**src/rtl/nest_irq_pkg.sv**
```systemverilog
package nest_irq_pkg;

    typedef enum logic {
        ST_IDLE  = 1'b0,
        ST_SERVE = 1'b1
    } svc_state_t;

endpackage

```
**src/rtl/pic_src_regs.sv**
```systemverilog
module pic_src_regs #(
    parameter int          NSRC      = 8,
    parameter int          ADDR_W    = 32,
    parameter int          RSVD_BIT  = 3,
    parameter logic [31:0] STAT_ADDR = 32'h1000_0018,
    parameter logic [31:0] EN_ADDR   = 32'h1000_001C
) (
    input  logic              clk,
    input  logic              rst_n,
    input  logic              bus_wr,
    input  logic [ADDR_W-1:0] bus_addr,
    input  logic [NSRC-1:0]   bus_wdata,
    input  logic [NSRC-1:0]   src_req,
    output logic [NSRC-1:0]   status,
    output logic [NSRC-1:0]   enable,
    output logic [NSRC-1:0]   rdata
);
    localparam logic [NSRC-1:0] KEEP = ~(NSRC'(1) << RSVD_BIT);

    logic [NSRC-1:0] src_q;
    logic [NSRC-1:0] rise;
    logic [NSRC-1:0] clr;
    logic            hit_stat;
    logic            hit_en;

    assign hit_stat = (bus_addr == STAT_ADDR[ADDR_W-1:0]);
    assign hit_en   = (bus_addr == EN_ADDR[ADDR_W-1:0]);
    assign rise     = src_req & ~src_q;
    assign clr      = (bus_wr && hit_stat) ? bus_wdata : '0;

    always_ff @(posedge clk or negedge rst_n) begin
        if (!rst_n) begin
            src_q  <= '0;
            status <= '0;
            enable <= '0;
        end else begin
            src_q  <= src_req;
            status <= ((status & ~clr) | rise) & KEEP;
            if (bus_wr && hit_en)
                enable <= bus_wdata & KEEP;
        end
    end

    always_comb begin
        if (hit_stat)
            rdata = status;
        else if (hit_en)
            rdata = enable;
        else
            rdata = '0;
    end
endmodule

```
**src/rtl/pic_prio_enc.sv**
```systemverilog
module pic_prio_enc #(
    parameter int NSRC  = 8,
    parameter int IDX_W = $clog2(NSRC),
    parameter int LVL_W = $clog2(NSRC + 1)
) (
    input  logic [NSRC-1:0]  pending,
    output logic             any,
    output logic [IDX_W-1:0] idx,
    output logic [LVL_W-1:0] level
);
    always_comb begin
        any   = 1'b0;
        idx   = '0;
        level = '0;
        for (int i = 0; i < NSRC; i++) begin
            if (pending[i]) begin
                any   = 1'b1;
                idx   = IDX_W'(i);
                level = LVL_W'(i + 1);
            end
        end
    end
endmodule

```
**src/rtl/pic_lvl_stack.sv**
```systemverilog
module pic_lvl_stack #(
    parameter int DEPTH = 8,
    parameter int LVL_W = 4,
    parameter int PTR_W = $clog2(DEPTH + 1)
) (
    input  logic             clk,
    input  logic             rst_n,
    input  logic             push,
    input  logic             pop,
    input  logic [LVL_W-1:0] din,
    output logic [LVL_W-1:0] top,
    output logic             ovf
);
    logic [LVL_W-1:0] slot [DEPTH];
    logic [PTR_W-1:0] cnt;
    logic             full;

    assign full = (cnt == PTR_W'(DEPTH));

    always_ff @(posedge clk or negedge rst_n) begin
        if (!rst_n) begin
            cnt <= '0;
            ovf <= 1'b0;
            for (int i = 0; i < DEPTH; i++)
                slot[i] <= '0;
        end else if (push) begin
            if (full) begin
                ovf <= 1'b1;
            end else begin
                cnt <= cnt + 1'b1;
                for (int i = 0; i < DEPTH; i++)
                    if (cnt == PTR_W'(i))
                        slot[i] <= din;
            end
        end else if (pop && cnt != '0) begin
            cnt <= cnt - 1'b1;
        end
    end

    always_comb begin
        top = '0;
        for (int i = 0; i < DEPTH; i++)
            if (cnt == PTR_W'(i + 1))
                top = slot[i];
    end
endmodule

```
**src/rtl/nest_irq_ctrl.sv**
```systemverilog
module nest_irq_ctrl
    import nest_irq_pkg::*;
#(
    parameter int          NSRC        = 8,
    parameter int          ADDR_W      = 32,
    parameter int          RSVD_BIT    = 3,
    parameter int          STACK_DEPTH = 8,
    parameter logic [31:0] STAT_ADDR   = 32'h1000_0018,
    parameter logic [31:0] EN_ADDR     = 32'h1000_001C,
    parameter int          IDX_W       = $clog2(NSRC),
    parameter int          LVL_W       = $clog2(NSRC + 1)
) (
    input  logic              clk,
    input  logic              rst_n,
    input  logic              bus_wr,
    input  logic [ADDR_W-1:0] bus_addr,
    input  logic [NSRC-1:0]   bus_wdata,
    output logic [NSRC-1:0]   bus_rdata,
    input  logic [NSRC-1:0]   src_req,
    input  logic              ack,
    input  logic              eos,
    output logic              vec_valid,
    output logic [IDX_W-1:0]  vec_id,
    output logic [LVL_W-1:0]  cur_level,
    output logic              stk_ovf,
    output logic              irq_n
);
    svc_state_t       state_q, state_d;
    logic [NSRC-1:0]  stat_w, en_w;
    logic             any_w;
    logic [IDX_W-1:0] idx_w;
    logic [LVL_W-1:0] best_lvl, lvl_q, top_w;
    logic             irq_req, take, retire, in_service;

    pic_src_regs #(
        .NSRC(NSRC), .ADDR_W(ADDR_W), .RSVD_BIT(RSVD_BIT),
        .STAT_ADDR(STAT_ADDR), .EN_ADDR(EN_ADDR)
    ) u_regs (
        .clk(clk), .rst_n(rst_n), .bus_wr(bus_wr), .bus_addr(bus_addr),
        .bus_wdata(bus_wdata), .src_req(src_req),
        .status(stat_w), .enable(en_w), .rdata(bus_rdata)
    );

    pic_prio_enc #(.NSRC(NSRC), .IDX_W(IDX_W), .LVL_W(LVL_W)) u_prio (
        .pending(stat_w & en_w), .any(any_w), .idx(idx_w), .level(best_lvl)
    );

    pic_lvl_stack #(.DEPTH(STACK_DEPTH), .LVL_W(LVL_W)) u_stack (
        .clk(clk), .rst_n(rst_n), .push(take), .pop(retire),
        .din(lvl_q), .top(top_w), .ovf(stk_ovf)
    );

    assign irq_req    = any_w && (best_lvl > lvl_q);
    assign take       = ack && !eos && irq_req;
    assign retire     = eos && (state_q == ST_SERVE);
    assign in_service = (state_q == ST_SERVE);

    // Next-state logic: TAKE, NEST, UNWIND, RETIRE
    always_comb begin
        state_d = state_q;
        unique case (state_q)
            ST_IDLE:  if (take) state_d = ST_SERVE;
            ST_SERVE: if (retire && top_w == '0) state_d = ST_IDLE;
            default:  state_d = ST_IDLE;
        endcase
    end

    // State and level registers
    always_ff @(posedge clk or negedge rst_n) begin
        if (!rst_n) begin
            state_q <= ST_IDLE;
            lvl_q   <= '0;
        end else begin
            state_q <= state_d;
            if (take)
                lvl_q <= best_lvl;
            else if (retire)
                lvl_q <= top_w;
        end
    end

    // Outputs
    always_comb begin
        irq_n     = ~irq_req;
        vec_valid = any_w;
        vec_id    = idx_w;
        cur_level = lvl_q;
    end
endmodule

```
**config.mk**
```make
export PLATFORM = sky130hd
export DESIGN_NAME = nest_irq_ctrl
export DESIGN_NICKNAME = d
export VERILOG_FILES = /design/src/rtl/nest_irq_pkg.sv /design/src/rtl/pic_src_regs.sv /design/src/rtl/pic_prio_enc.sv /design/src/rtl/pic_lvl_stack.sv /design/src/rtl/nest_irq_ctrl.sv
export SDC_FILE = /design/constraint.sdc
export NUM_CORES = 1
export LEC_CHECK = 0
export ABC_AREA = 1
export BUFFER_PORTS_ARGS = -buffer_cell sky130_fd_sc_hd__buf_4
export CELL_PAD_IN_SITES_DETAIL_PLACEMENT = 1
export CELL_PAD_IN_SITES_GLOBAL_PLACEMENT = 1
export CORE_MARGIN = 2
export CORE_UTILIZATION = 40
export CTS_CLUSTER_DIAMETER = 100
export DETAILED_ROUTE_END_ITERATION = 6
export PLACE_DENSITY_LB_ADDON = 0.1
export SETUP_SLACK_MARGIN = 0.15
export SYNTH_ARGS = -nofsm -noshare
export SYNTH_HDL_FRONTEND = slang
export SYNTH_HIERARCHICAL = 1
export SYNTH_SLANG_ARGS = --single-unit
```
**constraint.sdc**
```tcl
create_clock -name clk -period 3.49 [get_ports clk]
set_clock_uncertainty 0.1 [all_clocks]
set_input_delay 0.5235 -clock clk [delete_from_list [all_inputs] [get_ports clk]]
set_output_delay 0.5235 -clock clk [all_outputs]
set_load 0.03 [all_outputs]
```
==> results of run 1 <==
## registers in the layout (all words and copies together) (netlist names)
register / flops
u_stack/slot: 32
u_regs/enable: 7
u_regs/src_q: 7
u_regs/status: 7
cur_level: 4
u_stack/cnt: 4
in_service: 1
u_stack/ovf: 1
## cell type report
cell class              count  area [µm²]  area share
multi-input cells         349        1699      0.3952
flip-flops and latches     63        1577      0.3667
repair buffers             67       503.0      0.1170
inverters                  63       240.2     0.05588
clock buffers              12       135.1     0.03143
well taps                 108       135.1     0.03143
clock inverters             2       10.01    0.002328
## metal layers
layer / vias to the layer above / global-route usage
li1: 1634 / -
met1: 1543 / 0.2633
met2: 57 / 0.3396
met3: 7 / 0.02695
met4: 0 / 0.06322
met5: - / 0
## per-stage QoR
step                      instance area, µm²  utilization  hold slack, ps  power (mW)  cells
after floorplan                         3581            -           127.9       1.468    483
after global placement                  4150       0.4782           359.0       1.707    650
after detailed placement                4150       0.4782           373.9       1.742    650
after CTS                               4295       0.4950           190.7       2.258    664
after global routing                    4299       0.4954           191.6       2.390    664
final                                   4299       0.4954           181.7       2.228    664
## critical path, stage by stage (launching register included)
cell        delay, ps
dfrtp_1           400
nand2_1            80
inv_1              60
nor2_1            110
o21ai_0            90
a21oi_1           230
ha_1              290
nand2_1            90
nor2_2             50
nor2_4            160
nand3_4           160
clkinvlp_4        200
inv_1             120
nor4_1            430
o21ai_2           100
xnor2_1           130
## power by group
part           total [mW]  internal (mW)  switching [mW]  leakage, nW
Clock               0.509          0.248           0.260       0.0761
Combinational       0.797          0.268           0.529         1.36
Sequential          0.923          0.831          0.0922        0.813
## worst max-delay path by stage
stage / endpoint / slack, ps
CTS: u_stack/cnt[3]$_DFFE_PN0P_ / 410
global route: u_stack/slot[2]$_DFFE_PN0P_ / 270
finish: u_stack/cnt[3]$_DFFE_PN0P_ / 540
floorplan: u_stack/cnt[3]$_DFFE_PN0P_ / 840
global placement: u_stack/slot[7]$_DFFE_PN0P_ / 560
detailed placement: u_stack/cnt[3]$_DFFE_PN0P_ / 440
## kinds of logic (layout without fill, tap and decap cells)
family,after synthesis,count (layout),share of synthesized area
AND/OR/NAND/NOR,290,290,0.3659
buffers and inverters,71,144,0.08543
adder cells (fa/ha/maj),8,8,0.02801
other,1,3,0.001049
XOR/XNOR,4,4,0.009806
AO/OA/AOI/OAI,44,44,0.06863
flip-flops,63,63,0.4412
## cell usage in the layout, fill, tap and decap left out, types with 3 or more instances in the layout
cell type  Yosys  routed
a21oi_1        3       3
buf_4          4      67
clkbuf_1       0       3
clkbuf_8       0       9
conb_1         1       3
dfrtp_1       63      63
ha_1           8       8
inv_1         58      57
inv_2          4       4
nand2_1      179     179
nand2_2        8       8
nand3_1       39      39
nand4_1        8       8
nor2_1        29      29
nor2_2         4       4
nor2_4         9       9
nor4_1         3       3
o21ai_0       35      35
o21ai_2        3       3
or2_0          3       3
## timing repair
item / CTS / global route
resized for setup: 0 / 1
endpoints found under the setup margin: 0 / 3
setup buffers: 0 / 0
==> impl_results.md, run 1 <==
* Async set-reset flop share out of synthesis at 1.000
* Top sig layer: met4
* Initial Utilization at 0.4118
* Final GP Congestion at 0.7712
* Synth top cells by count: nand2_1 (179), dfrtp_1 (63), inv_1 (58), nand3_1 (39), o21ai_0 (35)
* Part of the cycle the worst path needs at 0.8448
* Cells after synthesis at 481
* HP Class: in2async
* Initial antenna violation count at 0
* Routed wl met2 at 4564 µm
* Yosys reg bits at 63
* Final antenna-violating net count at 0
* CP max FO at 10
* Top-area cell type share of the netlist area at 0.4412
* Gr ovfl total at 0
* Worst-Margin Slew at 807.2 ps
* Outcome: complete, no violations
* Filler instances at 1144
* Setup TNS at 0 ps
* Synth area leaders: dfrtp_1 (44%), nand2_1 (19%), inv_1 (6.1%), nand3_1 (5.5%), o21ai_0 (4.9%)
* Hold-fix buffers at CTS at 0
* Number of top-level pins at 71
* Number of global-route vias before repair at 3307
* Final worst setup slack at 541.8 ps
* Core Area at 0.008678 mm²
* Leakage at roughly 2.2 nW
* Met3 WL at 258 µm
* Post-synthesis sequential area ratio at 0.4412
* Post-synth EDFFs at 0
* # nets final at 614
* Max-slew violations at 0
* DR vias at 3241
* Fin. Hold Viols at 0
* Yosys cell types at 33
* F_max at 339.2 MHz
* WL final at 9139 µm
* CTS tree: built
* Vias per inst at 4.881
* Root buffer cell: clkbuf_8
* Startpoint Class: flop
* Count leader, synth: nand2_1
* # diodes at 0
* Synth Warn # at 6
* Critical Path AT at 3050 ps
* Rel. slew slack at 0.4618
* R2R Setup Slk at 540 ps
* Die Width at 98.52 µm
* DP Wirelength at 6943 µm
* # DRC at 0
* Yosys top cell by area: dfrtp_1
* Count of final setup violators at 0
* Most used DFF post-synth: dfrtp_1
* Power Density at roughly 520 mW/mm²
* DR WL/cell at 13.76 µm
* # H-tree levels at 3
* Clk sink count at 63
* Iter 0 DRT Violations at 104
* Pre-CTS setup slack at 435.1 ps
* Layout area overhead at 20.31%
* RR Startpoint: u_regs/status[4]$_DFF_PN0_
* Met1 WL at about 4200 µm
* Unrepaired setup endpoints after global routing: no
* Worst R2R Path Depth at 15
* # rows at 34
* Synthesized cell area at around 0.0036 mm²
* Crit path from: u_regs/status[4]$_DFF_PN0_
* Die area at 0.009705 mm²
* Max Cap Viol at 0
* Chip height at between 90 and 100 µm
* Clock buffer count from CTS at 9
* Crit Reg-Reg Endpoint: u_stack/cnt[3]$_DFFE_PN0P_
* Maximum vdd ir drop at 0.2162 mV
* Mean Syn Cell Area at 7.429 µm²
* TritonRoute pass-1 iters at 4
* First-pass GRT wire length at 15700 µm
* GRT Total Usage at 0.1991
* Tmin final at 2948 ps
* Data required time at the worst endpoint at 3590 ps
* CTS clk-pin slew, worst paths at 70 ps
* Share of layout cells above drive strength 1 at 0.2032
* Number of buffers added on ports at 67
* Skew-Pair Late Insertion Delay at ~320 ps
* Crit Path Class: reg2reg
* Critical path endpoint category: flop
* Longest Clk Path Bufs at 2
* Pin count of the biggest net entering global routing at 64
Power figures use the tool's default switching activity.
==> run 2, diff against run 1 <==
CORE_UTILIZATION = 36   (was 40)
clock period = 2.5 ns   (was 3.49 ns; I/O delays follow)
==> impl_results.md, run 2 (same netlist as run 1, synthesis figures left out) <==
* Gr ovfl total at 0 (unchanged)
* Biggest register: u_stack/slot
* CTS clk-pin slew, worst paths at 80 ps (about the same)
* Worst setup path endpoint: irq_n
* Failing checks: negative setup slack
* CTS tree: built
* Initial Utilization at 0.3690 (-0.04277)
* Longest Clk Path Bufs at 2 (unchanged)
* Critical Path AT at 2060 ps (-990 ps)
* Pin count of the biggest net entering global routing at 64 (unchanged)
* Worst R2R Path Depth at 21 (+6)
* Skew-Pair Late Insertion Delay at 340 ps (+20 ps)
* Initial antenna violation count at 0 (unchanged)
* Die area at 0.01074 mm² (+11%)
* # nets final at 668 (+8.8%)
* # DRC at 0 (unchanged)
* Most common cell after layout, fill and taps aside: nand2_1
* Number of top-level pins at 71 (unchanged)
* Share of layout cells above drive strength 1 at 0.3944 (+0.1912)
* Final GP Congestion at 0.8319 (+7.9%)
* WL final at 11090 µm (+21%)
* R2R Setup Slk at 20 ps (-520 ps)
* DP Area at 0.004389 mm² (+5.8%)
* DR vias at 3517 (+8.5%)
* Root buffer cell: clkbuf_8
* Maximum vdd ir drop at 0.2889 mV (+34%)
* Commonest non-fill, non-tap cells in the layout: nand2_1 (157), buf_4 (114), dfrtp_1 (60), inv_1 (38), nand3_1 (34)
* # rows at 36 (+5.9%)
* Worst-Margin Slew at 822.5 ps (+15.31 ps)
* Number of global-route vias before repair at 3707 (+12%)
* Die Width at 103.6 µm (+5.2%)
* TritonRoute pass-1 iters at 4 (unchanged)
* Crit Path Class: reg2out
* Fin. Hold Viols at 0 (unchanged)
* Vias per inst at 4.727 (-3.2%)
* Data required time at the worst endpoint at 2030 ps (-1560 ps)
* F_max at 395.2 MHz
* RR Startpoint: u_regs/status[2]$_DFF_PN0_
* Final std cells w/o fill at 744 (+12%)
* # H-tree levels at 3 (unchanged)
* Rel. slew slack at 0.4516 (-0.01021)
* HP Class: in2async
* Max reg flops at 32 (unchanged)
* Max Cap Viol at 0 (unchanged)
* Tmin final at 2530 ps
* Outcome: complete, but fails checks
* Chip height at 103.6 µm (+5.2%)
* Crit path from: u_regs/status[2]$_DFF_PN0_
* Crit Reg-Reg Endpoint: u_stack/cnt[1]$_DFFE_PN0P_
* Startpoint Class: flop
* First-pass GRT wire length at 17550 µm (+12%)
* Number of buffers added on ports at 67 (unchanged)
* DP Wirelength at 7260 µm (+4.6%)
* GRT Total Usage at 0.2006 (+0.001543)
* Final core occ at 0.5456 (+0.05022)
* Count of final setup violators at 1 (+1)
* DR WL/cell at 14.91 µm (+8.3%)
* Layout area overhead at 47.86%
* Max-slew violations at 0 (unchanged)
* Total power at 3.990 mW (+79%)
* Core Area at 0.009684 mm² (+12%)
* Clk sink count at 63 (unchanged)
* Final hold slack at 19.97 ps (-161.8 ps)
* Final antenna-violating net count at 0 (unchanged)
* Part of the cycle the worst path needs at 1.012
* CP max FO at 4 (-6)
* Iter 0 DRT Violations at 116 (+12%)
* Clock buffer count from CTS at 9 (unchanged)
* Unrepaired setup endpoints after global routing: yes
* Critical path endpoint category: output pin
* Final Instance Area at 0.005284 mm² (+23%)
* # diodes at 0 (unchanged)
* Final worst setup slack at -30.15 ps (-571.9 ps)
* Power Density at 755.2 mW/mm² (+46%)
* Leakage at 2.606 nW (+16%)
* Dpl cells at 697 (+7.2%)
-- run 2: changes by cell type in the layout (fill, tap and decap cells not counted), sizes merged --
cell / previous run / this run
clkinv: 3 / 4
clkbuf: 12 / 9
clkinvlp: 1 / 5
inv: 61 / 59
buf: 67 / 121
bufinv: 0 / 1
-- run 2: worst min path at each step --
stage / from / endpoint / slack [ps] / cells after the start
finish: rst_n / u_stack/slot[21]$_DFFE_PN0P_ / 20 / 1
global route: src_req[6] / u_regs/src_q[6]$_DFF_PN0_ / 40 / 1
CTS: src_req[1] / u_regs/src_q[1]$_DFF_PN0_ / 30 / 1
detailed placement: u_stack/slot[4]$_DFFE_PN0P_ / u_stack/slot[4]$_DFFE_PN0P_ / 370 / 2
global placement: u_stack/slot[4]$_DFFE_PN0P_ / u_stack/slot[4]$_DFFE_PN0P_ / 360 / 2
floorplan: rst_n / cur_level[0]$_DFFE_PN0P_ / -20 / 0
-- run 2: cell type report --
| class | instances | area [µm²] |
|---|---|---|
| fill | 1198 | 4400 |
| multi-input combinational | 349 | 2130 |
| sequential | 63 | 1580 |
| timing repair buffer | 121 | 934.6 |
| inverter | 63 | 286.5 |
| tap | 133 | 166.4 |
| clock buffer | 9 | 123.9 |
| clock inverter | 6 | 62.56 |
-- run 2: per-stage QoR --
step	worst slack, ps	TNS, ps
2_1_floorplan	93.72	0
3_3_place_gp	9.519	0
3_5_place_dp	-63.32	-1143
4_1_cts	-84.98	-84.98
5_1_grt	-158.5	-2557
6_report	-30.15	-30.15
-- run 2: what timing repair did --
item / 4_1_cts / 5_1_grt
buffers inserted: 14 / 18
gates resized for setup: 51 / 70
endpoints found under the setup margin: 38 / 42
hold buffers: 0 / 0
pin swaps: 17 / 35
-- run 2: power breakdown --
part | leakage (nW) | switching (mW) | internal, mW
clock network | 0.0871 | 0.422 | 0.451
registers | 0.810 | 0.156 | 1.16
logic | 1.71 | 1.04 | 0.754
-- run 2: per-layer routing --
metal | global-route usage | vias up | part of all wire
met5 | 0 | - | 0
met2 | 0.3642 | 47 | 0.53
li1 | - | 1755 | -
met1 | 0.2441 | 1703 | 0.43
met3 | 0.02769 | 12 | 0.023
met4 | 0.06757 | 0 | 0.012
-- run 2: worst max-delay path, cell delays in order, from the launching register on --
cell and delay, ps:
dfrtp_1 370, nand2_2 70, inv_2 100, inv_2 50
nand2_1 60, nand2_1 60, nand2_2 70, nand2_4 50
nor2_4 70, inv_2 50, ha_4 260, nand2_4 50
nor2_4 100, nor2_4 50, buf_6 110, nand2_4 60
buf_6 120
==> run 3, diff against run 2 <==
clock period = 2.1 ns   (was 2.5 ns; I/O delays follow)
==> impl_results.md, run 3 (same netlist as run 1, synthesis figures left out) <==
* Outcome: complete, but fails checks
* Failing checks: negative setup slack
* # rows at 36 (unchanged)
* Number of top-level pins at 71 (unchanged)
* Area taken by multi-input logic gates at 0.002228 mm² (+4.6%)
* Clock Power Share at 0.194 (-0.025)
* Initial Utilization at 0.3690 (unchanged)
* Fin. Hold Viols at 0 (unchanged)
* Leakage at 3.072 nW (+18%)
* Count of final setup violators at 44 (+43)
* Final std cells w/o fill at 810 (+8.9%)
* # nets final at 732 (+9.6%)
* Final antenna-violating net count at 0 (unchanged)
* Layout area overhead at 68.28%
* Clk sink count at 63 (unchanged)
* WL final at 15520 µm (+40%)
* Pre-CTS setup slack at -544.8 ps (-481.5 ps)
* Pin count of the biggest net entering global routing at 41 (-36%)
* CTS tree: built
* Reg area at 0.001580 mm² (unchanged)
* Startpoint Class: flop
* Longest Clk Path Bufs at 2 (unchanged)
* Critical Path AT at 2190 ps (+130 ps)
* NetSw at 2.150 mW (+33%)
* Vias per inst at 5.042 (+6.7%)
* Final GP Congestion at 0.8115 (-2.5%)
* Power Density at 847.6 mW/mm² (+12%)
* F_max at 383.7 MHz
* Tmin final at 2606 ps
* Biggest register: u_stack/slot
* Final worst setup slack at -506.2 ps (-476.1 ps)
* Core Area at 0.009684 mm² (unchanged)
* Final hold slack at 111.6 ps (+91.66 ps)
* Final Instance Area at 0.006013 mm² (+14%)
* First-pass GRT wire length at 20640 µm (+18%)
* Part of the cycle the worst path needs at 1.241
* Filler instances at 1154 (-3.7%)
* Number of buffers added on ports at 67 (unchanged)
* Total power at 5.097 mW (+28%)
* Max-slew violations at 0 (unchanged)
* Share of layout cells above drive strength 1 at 0.4763 (+0.08190)
* # DRC at 0 (unchanged)
* HP Class: in2reg
* Data required time at the worst endpoint at 1680 ps (-350 ps)
* Clock buffer count from CTS at 9 (unchanged)
* Final core occ at 0.6209 (+0.07532)
* CTS clk-pin slew, worst paths at 90 ps (about the same)
* Crit Path Class: reg2out
* Chip height at 103.6 µm (unchanged)
* Max Cap Viol at 0 (unchanged)
* # H-tree levels at 3 (unchanged)
* DR WL/cell at 19.16 µm (+29%)
* Iter 0 DRT Violations at 157 (+35%)
* Switching part of the total power at 0.4219 (+0.01543)
* Commonest non-fill, non-tap cells in the layout: nand2_1 (148), buf_4 (135), dfrtp_1 (60), inv_1 (41), buf_6 (37)
* Dpl cells at 741 (+6.3%)
* Critical path endpoint category: output pin
* Initial antenna violation count at 1 (+1)
* Most common cell after layout, fill and taps aside: nand2_1
* Skew-Pair Late Insertion Delay at 360 ps (+20 ps)
* TritonRoute pass-1 iters at 4 (unchanged)
* DP Wirelength at 8196 µm (+13%)
* DP Area at 0.004758 mm² (+8.4%)
* Gr ovfl total at 0 (unchanged)
* Die area at 0.01074 mm² (unchanged)
* Die Width at 103.6 µm (unchanged)
* Number of global-route vias before repair at 4181 (+13%)
* Maximum vdd ir drop at 0.3540 mV (+23%)
* Setup TNS at -16660 ps (-16630 ps)
* Comb power frac at 0.504 (+0.053)
* DR vias at 4084 (+16%)
* Root buffer cell: clkbuf_8
* GRT Total Usage at 0.2391 (+0.03842)
* Max reg flops at 32 (unchanged)
* Unrepaired setup endpoints after global routing: yes
* Sequential Power Share at 0.302 (-0.029)
* CP max FO at 3 (-1)
* Power Internal at 2.947 mW (+24%)
[run 3: cell types whose count changed in the layout (fill, tap and decap cells not counted), moves of 7 or more]
cell	before	now
nand3_2	5	14
nand2_2	17	26
buf_4	114	135
nand3_1	34	23
buf_6	7	37
nand2_1	157	148
o21ai_1	3	10
dlygate4sd3_1	0	8
o21ai_0	30	20
[run 3: final cells by class]
class                      count  share of cell area
antenna                        1           0.0004161
inverter                      63             0.04640
tap                          133             0.02767
clock inverter                 6            0.006450
clock buffer                  10             0.02122
timing repair buffer         184              0.2645
sequential                    63              0.2628
multi-input combinational    350              0.3706
[run 3: worst paths after layout]
| check | start | end | slack, ps | cells after the start |
|---|---|---|---|---|
| worst max-delay path | u_regs/enable[2]$_DFFE_PN0P_ | irq_n | -510 | 16 |
| worst min-delay path | bus_wdata[1] | u_regs/enable[1]$_DFFE_PN0P_ | 110 | 3 |
| worst max register to register | u_regs/enable[2]$_DFFE_PN0P_ | u_stack/cnt[2]$_DFFE_PN0P_ | -490 | 19 |
| worst min register to register | u_regs/src_q[1]$_DFF_PN0_ | u_regs/status[1]$_DFF_PN0_ | 390 | 3 |
| max in group asynchronous | rst_n | u_regs/enable[0]$_DFFE_PN0P_ | 1060 | 3 |
| min in group asynchronous | rst_n | u_stack/slot[21]$_DFFE_PN0P_ | 300 | 2 |
[run 3: power groups by stage]
| stage | Combinational, mW | Sequential (mW) | Clock, mW |
|---|---|---|---|
| final | 2.57 | 1.54 | 0.990 |
| after detailed placement | 1.87 | 1.54 | 0 |
| after floorplan | 0.928 | 1.60 | 0 |
| after global routing | 2.75 | 1.56 | 1.05 |
| after CTS | 2.30 | 1.53 | 0.968 |
| after global placement | 1.81 | 1.54 | 0 |
[run 3: repair_timing]
item                                    4_1_cts  5_1_grt
hold buffers                                  8        0
gates resized for setup                     106       70
buffers inserted                             24       18
endpoints found under the setup margin       53       54
gates cloned                                  0        2
pin swaps                                    39       37
hold endpoints to repair                     30        0
[run 3: metal layers]
metal	share of wire	track usage
met5	0	0
met2	0.54	0.4518
met4	0.042	0.09459
met1	0.39	0.2675
met3	0.034	0.03713
[run 3: worst max-delay path: stages (launching register included)]
cell     delay (ps)
dfrtp_1         370
nand2_1          90
inv_2           100
inv_2            50
nand2_1          60
nand2_1          80
nand2_2          90
nand2_4          70
nor2_4           80
inv_2            60
ha_4            270
nand2_4          50
nor2_4           90
nor2_4           50
buf_6           110
nand2_4          50
buf_6           120
